`src/rtl/dram_refresh_pkg.sv`:
```
package dram_refresh_pkg;

  typedef enum logic [2:0] {
    ST_PAUSE,
    ST_INIT_LOW,
    ST_INIT_HIGH,
    ST_IDLE,
    ST_CAS_LEAD,
    ST_CBR_LOW,
    ST_PRECHARGE
  } seqState_t;

  // strobes from control to datapath
  typedef struct packed {
    logic ldLead;
    logic ldRasLow;
    logic ldPre;
    logic incInit;
    logic setDone;
    logic decPend;
    logic rasLow;
    logic casLow;
  } seqStrobes_t;

  // status from datapath to control
  typedef struct packed {
    logic phaseZero;
    logic initLast;
    logic pendNz;
  } seqStatus_t;

  // nanoseconds to clocks, rounded up, never below one
  function automatic int nsToCycles(longint ns, longint clkKhz);
    longint c;
    c = (ns * clkKhz + 64'd999999) / 64'd1000000;
    if (c < 1) c = 1;
    return int'(c);
  endfunction

  // refresh spacing in clocks, rounded down so the window is never exceeded
  function automatic int refreshSpacing(longint windowUs, longint rows, longint clkKhz);
    longint c;
    c = (windowUs * clkKhz) / (64'd1000 * rows);
    if (c < 2) c = 2;
    return int'(c);
  endfunction

  function automatic int maxOf(int a, int b);
    return (a > b) ? a : b;
  endfunction

endpackage

```
`src/rtl/refseq_ctrl.sv`:
```
module refseq_ctrl
  import dram_refresh_pkg::*;
(
  input  logic        clk,
  input  logic        rstN,
  input  logic        refGrant,
  input  seqStatus_t  stat,
  output seqStrobes_t strb
);

  seqState_t state, nextState;

  always_ff @(posedge clk or negedge rstN) begin
    if (!rstN) state <= ST_PAUSE;
    else       state <= nextState;
  end

  always_comb begin
    nextState = state;
    strb      = '0;
    unique case (state)
      ST_PAUSE: begin
        if (stat.phaseZero) begin
          nextState     = ST_INIT_LOW;
          strb.ldRasLow = 1'b1;
        end
      end
      ST_INIT_LOW: begin
        strb.rasLow = 1'b1;
        if (stat.phaseZero) begin
          nextState  = ST_INIT_HIGH;
          strb.ldPre = 1'b1;
        end
      end
      ST_INIT_HIGH: begin
        if (stat.phaseZero) begin
          if (stat.initLast) begin
            nextState    = ST_IDLE;
            strb.setDone = 1'b1;
          end else begin
            nextState     = ST_INIT_LOW;
            strb.ldRasLow = 1'b1;
            strb.incInit  = 1'b1;
          end
        end
      end
      ST_IDLE: begin
        if (stat.pendNz && refGrant) begin
          nextState   = ST_CAS_LEAD;
          strb.ldLead = 1'b1;
        end
      end
      ST_CAS_LEAD: begin
        strb.casLow = 1'b1;
        if (stat.phaseZero) begin
          nextState     = ST_CBR_LOW;
          strb.ldRasLow = 1'b1;
        end
      end
      ST_CBR_LOW: begin
        strb.casLow = 1'b1;
        strb.rasLow = 1'b1;
        if (stat.phaseZero) begin
          nextState  = ST_PRECHARGE;
          strb.ldPre = 1'b1;
        end
      end
      ST_PRECHARGE: begin
        if (stat.phaseZero) begin
          nextState    = ST_IDLE;
          strb.decPend = 1'b1;
        end
      end
      default: nextState = ST_PAUSE;
    endcase
  end

endmodule

```
`src/rtl/refseq_dpath.sv`:
```
module refseq_dpath
  import dram_refresh_pkg::*;
#(
  parameter int PAUSE_CYC    = 25000,
  parameter int RAS_CYC      = 7,
  parameter int PRE_CYC      = 4,
  parameter int LEAD_CYC     = 2,
  parameter int INIT_PULSES  = 8,
  parameter int INTERVAL_CYC = 1953,
  parameter int PEND_MAX     = 4
) (
  input  logic        clk,
  input  logic        rstN,
  input  seqStrobes_t strb,
  output seqStatus_t  stat,
  output logic        refReq,
  output logic        rasN,
  output logic        casN,
  output logic        initDone,
  output logic        pendErr
);

  localparam int PH_W = $clog2(maxOf(PAUSE_CYC, maxOf(RAS_CYC, maxOf(PRE_CYC, LEAD_CYC))) + 1);
  localparam int IN_W = $clog2(INIT_PULSES + 1);
  localparam int IV_W = $clog2(INTERVAL_CYC + 1);
  localparam int PD_W = $clog2(PEND_MAX + 1);

  logic [PH_W-1:0] phaseCnt;
  logic [IN_W-1:0] initCnt;
  logic [IV_W-1:0] ivCnt;
  logic [PD_W-1:0] pendCnt, pendNext;
  logic            doneQ, errQ, tick, overflow;

  // phase timer: every state lasts (loaded value + 1) clocks
  always_ff @(posedge clk or negedge rstN) begin
    if (!rstN)              phaseCnt <= PH_W'(PAUSE_CYC - 1);
    else if (strb.ldLead)   phaseCnt <= PH_W'(LEAD_CYC - 1);
    else if (strb.ldRasLow) phaseCnt <= PH_W'(RAS_CYC - 1);
    else if (strb.ldPre)    phaseCnt <= PH_W'(PRE_CYC - 1);
    else if (phaseCnt != '0) phaseCnt <= phaseCnt - 1'b1;
  end

  // start-up pulse counter
  always_ff @(posedge clk or negedge rstN) begin
    if (!rstN)             initCnt <= '0;
    else if (strb.incInit) initCnt <= initCnt + 1'b1;
  end

  always_ff @(posedge clk or negedge rstN) begin
    if (!rstN)             doneQ <= 1'b0;
    else if (strb.setDone) doneQ <= 1'b1;
  end

  // refresh cadence timer, free-running once start-up is complete
  assign tick = doneQ && (ivCnt == IV_W'(INTERVAL_CYC - 1));

  always_ff @(posedge clk or negedge rstN) begin
    if (!rstN)      ivCnt <= '0;
    else if (tick)  ivCnt <= '0;
    else if (doneQ) ivCnt <= ivCnt + 1'b1;
  end

  // pending refresh count, saturating at the bound
  always_comb begin
    pendNext = pendCnt;
    overflow = 1'b0;
    unique case ({tick, strb.decPend})
      2'b10: begin
        if (pendCnt == PD_W'(PEND_MAX)) overflow = 1'b1;
        else                            pendNext = pendCnt + 1'b1;
      end
      2'b01:   pendNext = pendCnt - 1'b1;
      default: pendNext = pendCnt;
    endcase
  end

  always_ff @(posedge clk or negedge rstN) begin
    if (!rstN) begin
      pendCnt <= '0;
      errQ    <= 1'b0;
    end else begin
      pendCnt <= pendNext;
      errQ    <= errQ | overflow;
    end
  end

  // registered strobes toward the device
  always_ff @(posedge clk or negedge rstN) begin
    if (!rstN) begin
      rasN <= 1'b1;
      casN <= 1'b1;
    end else begin
      rasN <= ~strb.rasLow;
      casN <= ~strb.casLow;
    end
  end

  assign stat.phaseZero = (phaseCnt == '0);
  assign stat.initLast  = (initCnt == IN_W'(INIT_PULSES - 1));
  assign stat.pendNz    = (pendCnt != '0);

  assign refReq   = (pendCnt != '0);
  assign initDone = doneQ;
  assign pendErr  = errQ;

endmodule

```
`src/rtl/dram_refresh_seq.sv`:
```
module dram_refresh_seq
  import dram_refresh_pkg::*;
#(
  parameter int CLK_KHZ     = 125000,
  parameter int PAUSE_US    = 200,
  parameter int INIT_PULSES = 8,
  parameter int ROW_COUNT   = 1024,
  parameter int WINDOW_US   = 16000,
  parameter int RAS_MIN_NS  = 50,
  parameter int RP_MIN_NS   = 30,
  parameter int CP_MIN_NS   = 10,
  parameter int LEAD_NS     = 10,
  parameter int PEND_MAX    = 4
) (
  input  logic clk,
  input  logic rstN,
  input  logic refGrant,
  output logic refReq,
  output logic rasN,
  output logic casN,
  output logic initDone,
  output logic pendErr
);

  localparam int PAUSE_CYC    = nsToCycles(longint'(PAUSE_US) * 1000, CLK_KHZ);
  localparam int RAS_CYC      = nsToCycles(RAS_MIN_NS, CLK_KHZ);
  localparam int RP_CYC       = nsToCycles(RP_MIN_NS, CLK_KHZ);
  localparam int CP_CYC       = nsToCycles(CP_MIN_NS, CLK_KHZ);
  localparam int PRE_CYC      = maxOf(RP_CYC, CP_CYC);
  localparam int LEAD_CYC     = nsToCycles(LEAD_NS, CLK_KHZ);
  localparam int INTERVAL_CYC = refreshSpacing(WINDOW_US, ROW_COUNT, CLK_KHZ);

  seqStrobes_t strb;
  seqStatus_t  stat;

  refseq_ctrl u_ctrl (
    .clk      (clk),
    .rstN     (rstN),
    .refGrant (refGrant),
    .stat     (stat),
    .strb     (strb)
  );

  refseq_dpath #(
    .PAUSE_CYC    (PAUSE_CYC),
    .RAS_CYC      (RAS_CYC),
    .PRE_CYC      (PRE_CYC),
    .LEAD_CYC     (LEAD_CYC),
    .INIT_PULSES  (INIT_PULSES),
    .INTERVAL_CYC (INTERVAL_CYC),
    .PEND_MAX     (PEND_MAX)
  ) u_dpath (
    .clk      (clk),
    .rstN     (rstN),
    .strb     (strb),
    .stat     (stat),
    .refReq   (refReq),
    .rasN     (rasN),
    .casN     (casN),
    .initDone (initDone),
    .pendErr  (pendErr)
  );

endmodule

```
`config.mk`:
```
export PLATFORM = sky130hd
export DESIGN_NAME = dram_refresh_seq
export DESIGN_NICKNAME = d
export VERILOG_FILES = /design/src/rtl/dram_refresh_pkg.sv /design/src/rtl/refseq_ctrl.sv /design/src/rtl/refseq_dpath.sv /design/src/rtl/dram_refresh_seq.sv
export SDC_FILE = /design/constraint.sdc
export NUM_CORES = 1
export LEC_CHECK = 0
export BUFFER_PORTS_ARGS = -buffer_cell sky130_fd_sc_hd__buf_2
export CAP_MARGIN = 5
export CELL_PAD_IN_SITES_DETAIL_PLACEMENT = 0
export CELL_PAD_IN_SITES_GLOBAL_PLACEMENT = 1
export CORE_ASPECT_RATIO = 0.75
export CORE_UTILIZATION = 48
export DETAILED_ROUTE_END_ITERATION = 10
export HOLD_SLACK_MARGIN = 0.08
export PLACE_DENSITY = 0.77
export SETUP_SLACK_MARGIN = 0.02
export SYNTH_ARGS = -nofsm -noshare
export SYNTH_HDL_FRONTEND = slang
export SYNTH_SLANG_ARGS = --single-unit
```
`constraint.sdc`:
```
create_clock -name clk -period 3.5 [get_ports clk]
set_input_delay 0.7 -clock clk [delete_from_list [all_inputs] [get_ports clk]]
set_output_delay 0.7 -clock clk [all_outputs]
set_load 0.02 [all_outputs]
```
==> Word level (Yosys, flattened, before mapping) <==
Index checks and enable logic that the tools add are counted.
{ "totals": {"inputBits": 3, "output_inout_bits": 5, "ff_bits": 40, "wordCells": 82} }
{ "op_classes": {"n_addsub": 5, "muxes": 32, "bitwise_logic": 3, "n_reduce_logical": 14, "eq_ne": 19} }
{ "ops": {"columns": ["op", "n"], "rows": [
  ["15-bit two-way mux", 4],
  ["3-bit two-way mux", 8],
  ["11-bit two-way mux", 2],
  ["3-bit one-hot mux with 7 select lines", 1],
  ["15-bit logical NOT", 1],
  ["15-bit nonzero test", 1],
  ["15-bit by 1-bit subtractor with 15-bit output (second input constant)", 1],
  ["2-bit inequality test (second input constant)", 7],
  ["3-bit equality test (second input constant)", 4],
  ["1-bit two-way mux", 12],
  ["11-bit by 1-bit adder with 11-bit output (second input constant)", 1],
  ["11-bit equality test (second input constant)", 1],
  ["7-bit AND reduction", 1],
  ["3-bit by 2-bit equality test with 1-bit output (second input constant)", 2],
  ["2-bit two-way mux", 3],
  ["3-bit one-hot mux with 2 select lines", 1],
  ["2-bit OR reduction", 3],
  ["4-bit by 1-bit adder with 4-bit output (second input constant)", 1],
  ["4-bit by 3-bit equality test with 1-bit output (second input constant)", 1],
  ["2-bit nonzero test", 2],
  ["4-bit nonzero test", 1],
  ["3-bit by 1-bit adder with 3-bit output (second input constant)", 1],
  ["3-bit by 1-bit equality test with 1-bit output (second input constant)", 1],
  ["3-bit logical NOT", 1],
  ["other kinds (10)", 12]
]} }

==> Longest topological paths before layout <==
{ "logic_depth": {"depth_word": 6, "depth_mapped": 10, "mapped_depth_nobuf": 10} }

==> By module <==
Synthesis repeated with hierarchy kept, for this count alone.
{ "hier_totals": {"hier_cells": 221, "hier_area_um2": 2202.1} }
{ "by_module_without_submodules": {"columns": ["module", "n_inst", "cells_each", "area_per_inst_um2", "seq_area_each_um2"], "rows": [
  ["refseq_dpath", 1, 194, 1949.4, 938.4],
  ["refseq_ctrl", 1, 27, 252.7, 75.1]
]} }

==> Worst setup path before layout <==
Ideal clock, no wire load.
{ "synth_timing": {"kind": "reg2reg", "start": "reg u_dpath.phaseCnt[11]", "end": "reg u_dpath.pendCnt[1]", "setup_time_ns": 0.126, "slack_ns": 1.040, "n_path_buf": 0, "path_stages_with_launch": 8, "arrival_time_ns": 2.334, "synth_period_minus_slack_ns": 2.460, "cell_sequence": "dfrtp_1 > nor4_4 > nand4_4 > nor3_1 > inv_1 > fa_1 > o21ai_0 > a221o_1"} }
{ "synth_between": {"elab_chain_cells": 6, "word_cells_on_any_way": 9, "cone_classes": "eq/ne: 3; mux: 3; reduce/logical: 3"} }
{ "synth_rtl": {"columns": ["item", "line_no", "source"], "rows": [
  ["from (decl)", "refseq_dpath.sv:28", "logic [PH_W-1:0] phaseCnt;"],
  ["from (signal assigned)", "refseq_dpath.sv:36", "if (!rstN) phaseCnt <= PH_W'(PAUSE_CYC - 1);"],
  ["from (signal assigned)", "refseq_dpath.sv:37", "else if (strb.ldLead) phaseCnt <= PH_W'(LEAD_CYC - 1);"],
  ["from (signal assigned)", "refseq_dpath.sv:38", "else if (strb.ldRasLow) phaseCnt <= PH_W'(RAS_CYC - 1);"],
  ["15-bit logical NOT *", "refseq_dpath.sv:98", "assign stat.phaseZero = (phaseCnt == '0);"],
  ["1-bit two-way mux *", "refseq_ctrl.sv:69", "if (stat.phaseZero) begin"],
  ["1-bit two-way mux *", "refseq_ctrl.sv:21", "unique case (state)"],
  ["2-bit equality test / 2-bit by 1-bit equality test with 1-bit output (equally long branches)", "refseq_dpath.sv:67", "unique case ({tick, strb.decPend})"],
  ["2-bit inequality test (no source line) / 2-bit nonzero test (equally long branches)", null, null],
  ["2-bit AND reduction (no source line)", null, null],
  ["to (signal assigned)", "refseq_dpath.sv:82", "pendCnt <= pendNext;"],
  ["to (decl)", "refseq_dpath.sv:31", "logic [PD_W-1:0] pendCnt, pendNext;"]
]} }
Mark *: on every way between the ends. The rest lies on a longest branch, timed or not.
A chain may end at the register's enable or synchronous reset.

==> Worst setup path after layout <==
{ "layout_timing": {"start": "reg u_dpath.phaseCnt[0]", "end": "reg u_dpath.pendCnt[1]"} }
The elaborated chain is that of the path after synthesis.

==> impl_metrics.json <==
{
  "synth_edf_count": 0,
  "fin_skew_ns": 0.00283,
  "drt_iter0_drc": 68,
  "drt_wl_total_um": 3940,
  "leakage_nw": 1.02,
  "dieArea_mm2": 0.00476,
  "clk_pin_slew_worst_paths_ns": 0.07,
  "async_flop_share_pct": 100,
  "critPathLaunchType": "register",
  "ctsResizeCount": 0,
  "cts.path.max_buffers": 2,
  "worstPathCellList": "inv_1 > ha_1 > nor4b_4 > nand4_4 > nor3_1 > inv_1 > fa_1 > a2111oi_0 > a221o_1",
  "die_y_um": 60.0,
  "top_layer": "met4",
  "syn2layout_area_growth_pct": 8.95,
  "relSlewSlack_pct": 42.9,
  "syn_area_per_cell_um2": 10.2,
  "grt_pass1_vias": 1459,
  "met3WireLength_um": 117,
  "holdWs_ns": 0.467,
  "max_freq_ghz": 0.365,
  "wl_met2_um": 1650,
  "vias_per_cell": 5.59,
  "rows": 20,
  "die_width_um": 79.3,
  "path_common_cell": "inv_1",
  "io_buffers": 7,
  "synth-seq-cells": 40,
  "worstSetupEndpointType": "register",
  "syn-num-nets": 220,
  "grt_max_degree": 41,
  "ant_nets": 0,
  "wl_per_cell_um": 14.4,
  "netlist_instances": 211,
  "placed_cell_area_mm2": 0.00222,
  "syn_area_mm2": 0.00215,
  "fillers": 368,
  "final_hold_viol_count": 0,
  "post_cts_buffers": 0,
  "fin_crit_ns": 2.74,
  "fin_nets": 227,
  "path_class": "register to register",
  "post-dp-hpwl_um": 2900,
  "grt_usage_pct": 19.3,
  "diodes": 0,
  "worstPathArrival_ns": 2.96,
  "drt_first_pass_iters": 4,
  "dpl_worst_slack_ns": 0.753,
  "yosys-top-cells-area": "dfrtp_1, dfstp_2, xor2_1",
  "irDropWorstVdd_v": 0.000220,
  "ys_types": 49,
  "maxSlewViolCount": 0,
  "numCtsBuffers": 5,
  "synth_top_area_cell": "dfrtp_1",
  "drive_above_1_share_pct": 16.4,
  "grt_setup_unrepaired": "no",
  "cts_sinks": 40,
  "initial_core_util_pct": 51.5,
  "synth_top_area_share_pct": 34.9,
  "finalPower_w": 0.000876,
  "wl_met1_um": 2140,
  "seq_area_frac_synth_pct": 47.1,
  "yosys_warnings": 0,
  "multi_input_area_mm2": 0.00107,
  "clock_latency_ns": 0.28,
  "cpPeakStageDelay_ns": 0.48,
  "ctsHtreeMaxLevel": 2,
  "overflow": 0,
  "p_per_area_mw_per_mm2": 374,
  "slowest_stage": "fa_1",
  "grt_pass1_wl_um": 6840,
  "final_cell_area_mm2": 0.00234,
  "tightest_slew_ns": 0.856,
  "drc": 0,
  "seq_area_mm2": 0.00101,
  "num_vias": 1531,
  "setup_slack_ns": 0.760,
  "setup-violations-final": 0,
  "finalCritPeriodShare_pct": 78.3,
  "postCtsHoldBufs": 0,
  "max_cap_violations": 0,
  "status": "completed",
  "antenna_found_initial": 0,
  "globalplace.congestion": 0.887,
  "worstPathRequired_ns": 3.72,
  "tns_ns": 0,
  "pin_count": 8,
  "root_buffer": "clkbuf_8",
  "synth_flop_cell": "dfrtp_1",
  "coreArea_mm2": 0.00418,
  "cp_max_fo": 10,
  "cts_tree": "done",
  "min_path_type": "register to register"
}
## critical path, delay by kind of cell, from the launching register on
family / cells / cell delay (ns)
AOI/OAI and AO/OA: 2 / 0.58
adders and majority gates: 2 / 0.65
buffers and inverters: 2 / 0.21
DFF: 1 / 0.37
and+or+nand+nor: 3 / 0.87
## cell type report
cell class | instances | area share (%)
Clock buffer | 7 | 4.11
Clock inverter | 1 | 1.28
Inverter | 9 | 1.44
Multi-Input combinational cell | 155 | 45.5
Sequential cell | 40 | 43.2
Tap cell | 55 | 2.93
Timing Repair Buffer | 7 | 1.49
## stage by stage
step	util (%)	instances
detailed placement	53.1	266
floorplan	-	211
global route	56.1	274
finish	56.1	274
global placement	53.1	266
CTS	56.1	274
## state kept, by name, indices dropped and copies added (netlist names)
register and flops:
u_dpath.phaseCnt 15, u_dpath.ivCnt 11, u_dpath.initCnt 4, u_ctrl.state 3
u_dpath.pendCnt 3, u_dpath.casN 1, u_dpath.initDone 1, u_dpath.pendErr 1
u_dpath.rasN 1
## synthesized netlist by cell type, drive strengths merged (5+ instances only)
cell type,n
xor2,11
inv,9
nand2,15
xnor2,8
dfrtp,30
a21oi,12
nor2,24
o21ai,8
or3,8
nor3,8
dfstp,10
ha,5
nand3,8
nor4,5
## cell families after synthesis
kind of cell               count (synthesis)  share of synthesized area [%]
AOI/OAI and AO/OA                         35                           10.2
DFF                                       40                           47.1
and+or+nand+nor                           92                           26.3
adders and majority gates                  6                           3.84
xor gates and xnor gates                  19                           7.73
muxes                                      3                           1.45
buffers and inverters                     16                           3.31
## power by group
part | internal, W | switching, W
sequential | 0.000462 | 0
combinational | 0.000000822 | 0.00000863
clock | 0.000252 | 0.000153
total | 0.000715 | 0.000162
## layer usage
metal  vias up  global-route usage (%)
met5         -                       0
met1       743                    28.3
li1        765                       -
met4         0                    5.97
met3         5                    5.50
met2        18                    27.5
## path summary, 6_finish.rpt
path	start	endpoint	slack (ns)	depth (start not counted)
min in group asynchronous	rstN	u_dpath.phaseCnt[9]	0.52	1
max in group asynchronous	rstN	u_dpath.phaseCnt[6]	2.44	1
hold / removal	u_dpath.pendErr	u_dpath.pendErr	0.47	1
hold reg to reg	u_dpath.pendErr	u_dpath.pendErr	0.47	1
setup reg to reg	u_dpath.phaseCnt[0]	u_dpath.pendCnt[1]	0.76	9
setup / recovery	u_dpath.phaseCnt[0]	u_dpath.pendCnt[1]	0.76	9
## layout by cell type, fill, tap and decap left out, types with 3 or more instances in the layout
master / count
nor3_1: 7
ha_1: 5
nand3_1: 8
or3_1: 8
buf_2: 7
inv_1: 9
dfstp_2: 10
nor2_1: 24
a21oi_1: 12
a211oi_1: 4
nand2_1: 15
o21ai_0: 8
xor2_1: 11
clkbuf_8: 7
nor2b_1: 3
xnor2_1: 8
nand4_1: 3
dfrtp_1: 30
Note: power is estimated with default switching activity, not from simulation.
